File: src/rtl/rs_ilv_pkg.sv
package rs_ilv_pkg;

    localparam int SYM_W = 8;
    // low byte of the field polynomial x^8+x^7+x^2+x+1
    localparam logic [SYM_W-1:0] FIELD_LOW = 8'h87;

    typedef logic [SYM_W-1:0] sym_t;

    typedef enum logic [2:0] {
        PH_IDLE,
        PH_READY,
        PH_MUL,
        PH_UPD,
        PH_PAR
    } phase_e;

    typedef struct packed {
        logic accept;    // symbol taken this cycle
        logic mul_step;  // one bit-serial multiply step
        logic shift;     // remainder array advances one slot
        logic feed;      // products are added while shifting
        logic emit_par;  // head of array goes to the output
    } ctrl_t;

    // multiply by alpha (0x02)
    function automatic sym_t xtime(sym_t a);
        return {a[SYM_W-2:0], 1'b0} ^ (a[SYM_W-1] ? FIELD_LOW : '0);
    endfunction

    function automatic sym_t gf_mul(sym_t a, sym_t b);
        sym_t p;
        p = '0;
        for (int i = SYM_W - 1; i >= 0; i--) begin
            p = xtime(p);
            if (b[i]) p = p ^ a;
        end
        return p;
    endfunction

    // coefficient k of the generator with npar consecutive roots
    // centred so that the polynomial is self-reciprocal
    function automatic sym_t gen_coeff(int npar, int k);
        sym_t g [0:64];
        sym_t r;
        int   first;
        for (int i = 0; i <= 64; i++) g[i] = '0;
        g[0]  = 8'h01;
        first = (255 - npar + 1) / 2;
        r     = 8'h01;
        for (int e = 0; e < first; e++) r = xtime(r);
        for (int i = 0; i < npar; i++) begin
            for (int j = npar; j >= 1; j--) g[j] = g[j-1] ^ gf_mul(g[j], r);
            g[0] = gf_mul(g[0], r);
            r    = xtime(r);
        end
        return g[k];
    endfunction

endpackage

File: src/rtl/rs_bitserial_bank.sv
module rs_bitserial_bank
    import rs_ilv_pkg::*;
#(
    parameter int NPAR = 32
) (
    input  logic                       clk,
    input  logic                       rst,
    input  logic                       load,
    input  logic                       step,
    input  sym_t                       fb_in,
    output logic [NPAR-1:0][SYM_W-1:0] prod_o
);
    localparam int NMUL = NPAR / 2;

    sym_t fb_hold;
    sym_t fb_sh;

    always_ff @(posedge clk) begin
        if (rst) begin
            fb_hold <= '0;
            fb_sh   <= '0;
        end else if (load) begin
            fb_hold <= fb_in;
            fb_sh   <= fb_in;
        end else if (step) begin
            fb_sh   <= {fb_sh[SYM_W-2:0], 1'b0};
        end
    end

    // one accumulator per distinct generator coefficient g1..g(NPAR/2)
    for (genvar k = 1; k <= NMUL; k++) begin : mul_g
        localparam sym_t GK = gen_coeff(NPAR, k);
        sym_t acc_q;
        always_ff @(posedge clk) begin
            if (rst || load) acc_q <= '0;
            else if (step)   acc_q <= xtime(acc_q) ^ (fb_sh[SYM_W-1] ? GK : '0);
        end
    end

    assign prod_o[0] = fb_hold;  // g0 equals one
    for (genvar p = 1; p < NPAR; p++) begin : map_g
        localparam int K = (p <= NMUL) ? p : NPAR - p;
        assign prod_o[p] = mul_g[K].acc_q;
    end

endmodule

File: src/rtl/rs_rem_array.sv
module rs_rem_array
    import rs_ilv_pkg::*;
#(
    parameter  int NPAR      = 32,
    parameter  int MAX_DEPTH = 5,
    localparam int DW        = $clog2(MAX_DEPTH + 1)
) (
    input  logic                       clk,
    input  logic                       rst,
    input  logic                       clr,
    input  logic                       shift,
    input  logic                       feed,
    input  logic [DW-1:0]              depth,
    input  logic [NPAR-1:0][SYM_W-1:0] prod,
    output sym_t                       head
);
    logic [DW-1:0] tap_sel;
    sym_t          tap_w [NPAR];

    assign tap_sel = depth - DW'(1);

    for (genvar p = 0; p < NPAR; p++) begin : pos_g
        sym_t slot_q [MAX_DEPTH];
        sym_t carry;

        if (p == 0) begin : g_first
            assign carry = '0;
        end else begin : g_chain
            assign carry = tap_w[p-1];
        end

        assign tap_w[p] = slot_q[tap_sel];

        always_ff @(posedge clk) begin
            if (rst || clr) begin
                for (int j = 0; j < MAX_DEPTH; j++) slot_q[j] <= '0;
            end else if (shift) begin
                slot_q[0] <= carry ^ (feed ? sym_t'(prod[p]) : '0);
                for (int j = 1; j < MAX_DEPTH; j++) slot_q[j] <= slot_q[j-1];
            end
        end
    end

    assign head = tap_w[NPAR-1];

endmodule

File: src/rtl/rs_seq.sv
module rs_seq
    import rs_ilv_pkg::*;
#(
    parameter  int NPAR      = 32,
    parameter  int MAX_DEPTH = 5,
    localparam int DW        = $clog2(MAX_DEPTH + 1)
) (
    input  logic                 clk,
    input  logic                 rst,
    input  logic                 start,
    input  logic [MAX_DEPTH-1:0] depth_sel,
    input  logic                 load_mode,
    input  logic                 in_valid,
    output logic                 in_ready,
    output ctrl_t                ctrl,
    output logic [DW-1:0]        depth,
    output logic [DW-1:0]        wcnt
);
    localparam int BW = $clog2(SYM_W);
    localparam int PW = $clog2(NPAR * MAX_DEPTH + 1);

    phase_e        phase_q;
    logic [BW-1:0] bit_q;
    logic [PW-1:0] par_q;
    logic [DW-1:0] depth_q;
    logic [DW-1:0] wcnt_q;
    logic [DW-1:0] sel_depth;
    logic          sel_ok;
    logic          wrap;
    logic          par_done;

    always_comb begin
        sel_depth = '0;
        for (int i = 0; i < MAX_DEPTH; i++)
            if (depth_sel[i]) sel_depth = DW'(i + 1);
    end

    assign sel_ok   = $onehot(depth_sel);
    assign wrap     = (wcnt_q == depth_q - DW'(1));
    assign par_done = (par_q == PW'(NPAR * int'(depth_q) - 1));
    assign in_ready = (phase_q == PH_READY) && load_mode;

    always_comb begin
        ctrl.accept   = in_ready && in_valid && !start;
        ctrl.mul_step = (phase_q == PH_MUL);
        ctrl.feed     = (phase_q == PH_UPD);
        ctrl.emit_par = (phase_q == PH_PAR);
        ctrl.shift    = (phase_q == PH_UPD) || (phase_q == PH_PAR);
    end

    always_ff @(posedge clk) begin
        if (rst) begin
            phase_q <= PH_IDLE;
            depth_q <= DW'(1);
            wcnt_q  <= '0;
            bit_q   <= '0;
            par_q   <= '0;
        end else if (start) begin
            phase_q <= PH_READY;
            wcnt_q  <= '0;
            bit_q   <= '0;
            par_q   <= '0;
            if (sel_ok) depth_q <= sel_depth;
        end else begin
            unique case (phase_q)
                PH_READY: begin
                    if (!load_mode) begin
                        phase_q <= PH_PAR;
                        par_q   <= '0;
                    end else if (in_valid) begin
                        phase_q <= PH_MUL;
                        bit_q   <= '0;
                    end
                end
                PH_MUL: begin
                    bit_q <= bit_q + BW'(1);
                    if (bit_q == BW'(SYM_W - 1)) phase_q <= PH_UPD;
                end
                PH_UPD: begin
                    wcnt_q  <= wrap ? '0 : wcnt_q + DW'(1);
                    phase_q <= PH_READY;
                end
                PH_PAR: begin
                    wcnt_q <= wrap ? '0 : wcnt_q + DW'(1);
                    par_q  <= par_q + PW'(1);
                    if (par_done) phase_q <= PH_IDLE;
                end
                default: ;
            endcase
        end
    end

    assign depth = depth_q;
    assign wcnt  = wcnt_q;

endmodule

File: src/rtl/rs_ilv_encoder.sv
module rs_ilv_encoder
    import rs_ilv_pkg::*;
#(
    parameter int NPAR      = 32,
    parameter int MAX_DEPTH = 5
) (
    input  logic                 clk,
    input  logic                 rst,
    input  logic                 start,
    input  logic [MAX_DEPTH-1:0] depth_sel,
    input  logic                 load_mode,
    input  logic                 in_valid,
    output logic                 in_ready,
    input  logic [SYM_W-1:0]     in_data,
    output logic                 out_valid,
    output logic [SYM_W-1:0]     out_data
);
    localparam int DW = $clog2(MAX_DEPTH + 1);

    ctrl_t                      ctrl;
    logic [DW-1:0]              depth_w;
    logic [DW-1:0]              wcnt_w;
    sym_t                       head;
    sym_t                       fb_in;
    logic [NPAR-1:0][SYM_W-1:0] prod;

    assign fb_in = in_data ^ head;

    rs_seq #(.NPAR(NPAR), .MAX_DEPTH(MAX_DEPTH)) u_seq (
        .clk       (clk),
        .rst       (rst),
        .start     (start),
        .depth_sel (depth_sel),
        .load_mode (load_mode),
        .in_valid  (in_valid),
        .in_ready  (in_ready),
        .ctrl      (ctrl),
        .depth     (depth_w),
        .wcnt      (wcnt_w)
    );

    rs_bitserial_bank #(.NPAR(NPAR)) u_bank (
        .clk    (clk),
        .rst    (rst),
        .load   (ctrl.accept),
        .step   (ctrl.mul_step),
        .fb_in  (fb_in),
        .prod_o (prod)
    );

    rs_rem_array #(.NPAR(NPAR), .MAX_DEPTH(MAX_DEPTH)) u_rem (
        .clk   (clk),
        .rst   (rst),
        .clr   (start),
        .shift (ctrl.shift),
        .feed  (ctrl.feed),
        .depth (depth_w),
        .prod  (prod),
        .head  (head)
    );

    always_ff @(posedge clk) begin
        if (rst || start) begin
            out_valid <= 1'b0;
            out_data  <= '0;
        end else if (ctrl.accept) begin
            out_valid <= 1'b1;
            out_data  <= in_data;
        end else if (ctrl.emit_par) begin
            out_valid <= 1'b1;
            out_data  <= head;
        end else begin
            out_valid <= 1'b0;
        end
    end

endmodule

File: config.mk
export PLATFORM = sky130hd
export DESIGN_NAME = rs_ilv_encoder
export DESIGN_NICKNAME = d
export VERILOG_FILES = /design/src/rtl/rs_ilv_pkg.sv /design/src/rtl/rs_bitserial_bank.sv /design/src/rtl/rs_rem_array.sv /design/src/rtl/rs_seq.sv /design/src/rtl/rs_ilv_encoder.sv
export SDC_FILE = /design/constraint.sdc
export NUM_CORES = 2
export LEC_CHECK = 0
export BUFFER_PORTS_ARGS = -buffer_cell sky130_fd_sc_hd__buf_2
export CORE_AREA = 5 5 434 350
export CTS_CLUSTER_DIAMETER = 150
export DETAILED_ROUTE_END_ITERATION = 6
export DIE_AREA = 0 0 439 355
export HOLD_SLACK_MARGIN = 0.08
export PLACE_DENSITY = 0.58
export RECOVER_POWER = 50
export SLEW_MARGIN = 20
export SYNTH_ARGS = -nofsm -noshare
export SYNTH_HDL_FRONTEND = slang
export SYNTH_SLANG_ARGS = --single-unit
File: constraint.sdc
create_clock -name clk -period 52.8 [get_ports clk]
set_input_delay 2.64 -clock clk [delete_from_list [all_inputs] [get_ports clk]]
set_output_delay 2.64 -clock clk [all_outputs]
set_load 0.01 [all_outputs]
==> flow_summary.ini <==
[routing]
drc = 0
wirelength_um = 127700
detail-route-antenna-nets = 0
first_iter_violations = 3064
dr.pass1.iters = 5
vias_per_cell = 5.224
routedWlPerCell_um = 19.28
vias = 34580

[timing]
rsz0062_at_grt = false
max_freq_mhz = 62.41
min_period_ns = 16.02
setup_ws_ns = 36.78
period_share = 0.3035
relSlewSlack = -5.058
fin_setup_tns_ns = 0
skew_ns = 0.02407
maxSlewViolCount = 1663
worst_slew_pin_slew_ns = 9.087
hold_viol_final = 0
holdWs_ns = 0.4669
setup_viol = 0

[outcome]
violations = capacitance limit, slew limit
outcome = finished, violations left

[power]
pwr-share-seq = 0.504
pwr-share-comb = 0.092
swShare = 0.2326
clkPwrFrac = 0.404
intPower_mw = 2.016
peakVddDrop_mv = 0.02230
powerDensity_nw_per_um2 = 36.44
switching_power_mw = 0.6109
p_total_mw = 2.627
p_leak_nw = 27.20

[floorplanning]
num_io_pins = 28
die_width_um = 439
dieHeight_um = 355
initial_core_util = 0.4476
num_rows = 126
core_area_sq_um = 146900
die-area_sq_um = 155800

[logic_synthesis]
ys.warnings.count = 0
synth_edf_count = 1280
syn-cell-area_sq_um = 65770
synth_seq_cells = 1450
syn_inst = 4597
synth_cell_types = 53
syn-num-nets = 4624
synthFlopType = edfxtp_1
avgSynthCellArea_sq_um = 14.31
ys_async_sr_fraction = 0
yosysSeqAreaShare = 0.6362

[clocking]
clock_path_buffers = 3
post_cts_buffers = 0
clk_latency_ns = 0.79
holdBufCountCts = 0
cts_made_buffers = 149
clock_sinks = 1450
cts.reportedPaths.clkPinSlew_ns = 0.06
cts_tree = yes
cts-root-buf = clkbuf_16
cts_resized = 0
htreeDepth = 4

[flow_run]
maxCapViolCount = 21

[place]
io_buffers = 27
dp.cells = 6340
dpl-instance-area_sq_um = 67340
gp_congestion = 0.7065
dpl.hpwl_um = 67180
pre_cts_ws_ns = 45.57

[global_route]
use_met1 = 0.2520
use_met2 = 0.2425
top_usage_layer = met1
grt_remaining_overflow = 0
use_met3 = 0.02356
grt_max_degree = 180
grt_pass1_wl_um = 204200
grt_pass1_vias = 34600
antenna_found_initial = 2
grt_usage = 0.1634

[finish]
area_growth_pct = 9.623
fillers = 12730
finalNonFillerCells = 6620
drive_gt1_frac = 0.1176
nNetsFinal = 4534
final_area_sq_um = 72090
final_util = 0.4907

[worst_setup_path]
endpoint_kind = flip-flop
worstRegToRegCells = 9
path_class = flip-flop to flip-flop
worstPathRequired_ns = 53.04
worstPathMaxFanout = 116
worstSetupStartpointType = flip-flop
crit_arrival_ns = 16.27

[min_path]
min_path_cells = 2
min_path_type = flip-flop to flip-flop
[cells in the mapped netlist, types with 36 or more instances]
cell type | n | area (sq um)
clkbuf_1 | 139 | 521.8
xnor2_1 | 330 | 2890
nand2_1 | 248 | 930.9
xor2_1 | 36 | 315.3
mux2i_1 | 257 | 2572
buf_2 | 117 | 585.6
dfxtp_1 | 170 | 3403
mux4_2 | 256 | 5766
a211oi_1 | 61 | 457.9
nor2_1 | 374 | 1404
a21oi_1 | 71 | 355.3
edfxtp_1 | 1280 | 38440
and2_1 | 1024 | 6406
[placed cells by master, fill, tap and decap left out, types with 19 or more instances in the layout]
cell	instances
mux4_2	256
xor2_1	36
nand2b_1	19
nor4_1	19
mux2i_1	257
clkinv_2	22
a21oi_1	71
nand2_1	248
a211oi_1	61
buf_4	28
clkbuf_1	71
nor2_1	375
dfxtp_1	169
and2_1	817
and2_0	207
xnor2_1	329
edfxtp_1	1280
clkbuf_16	153
[worst paths after layout]
kind                             from                           end  slack [ns]
max reg2reg            u_seq.depth[0]  u_rem.pos_g[28].slot_q[0][4]       36.78
min reg2reg  u_bank.mul_g[4].acc_q[5]      u_bank.mul_g[4].acc_q[6]        0.47
max                    u_seq.depth[0]  u_rem.pos_g[28].slot_q[0][4]       36.78
min          u_bank.mul_g[4].acc_q[5]      u_bank.mul_g[4].acc_q[6]        0.47
[sequential cells by signal, summed over array words and instances (netlist names), 3 cells and up]
signal              count
out_data                8
u_rem.pos_g.slot_q   1280
u_bank.fb_sh            8
u_seq.par_q             8
u_seq.phase_q           3
u_seq.depth             3
u_bank.mul_g.acc_q    128
u_bank.fb_hold          8
u_seq.bit_q             3
[worst max-delay path: stages, from the launching register on]
cell	delay, ns
dfxtp_1	2.20
inv_1	0.14
ha_1	1.16
clkbuf_1	2.07
clkbuf_1	2.08
clkbuf_1	5.79
mux4_2	1.17
mux2i_1	0.15
xnor2_1	0.35
nor2_1	0.08
[layout make-up]
type                    count  area (sq um)  share of cell area
well taps                1984          2482             0.03443
multi-input cells        2817         22330              0.3098
inverters                  12         45.04           0.0006248
clock buffers             212          4230             0.05868
clock inverters            66         678.2            0.009406
flip-flops and latches   1450         41840              0.5804
diodes                      2         5.005          0.00006942
repair buffers             77         478.0            0.006630
[metal layers]
layer / vias to the layer above / part of all wire
met1: 17640 / 0.51
met3: 146 / 0.034
met5: - / 0
met4: 0 / 0.017
li1: 16310 / -
met2: 487 / 0.44
[cell families after synthesis]
| kind of cell | Yosys count | synth area share |
|---|---|---|
| buf+inv | 330 | 0.02468 |
| xor+xnor | 366 | 0.04874 |
| mux | 516 | 0.1273 |
| fa+ha+maj | 9 | 0.001941 |
| compound gates | 187 | 0.01863 |
| simple gates | 1739 | 0.1425 |
| flops | 1450 | 0.6362 |
[power groups by stage]
stage               combinational, mW  sequential (mW)  clock [mW]
floorplan                       0.191             1.40           0
global placement                0.240             1.34           0
detailed placement              0.240             1.34           0
CTS                             0.241             1.32        1.09
global route                    0.262             1.33        1.14
finish                          0.242             1.32        1.06
Note: power is estimated with default switching activity, not from simulation.
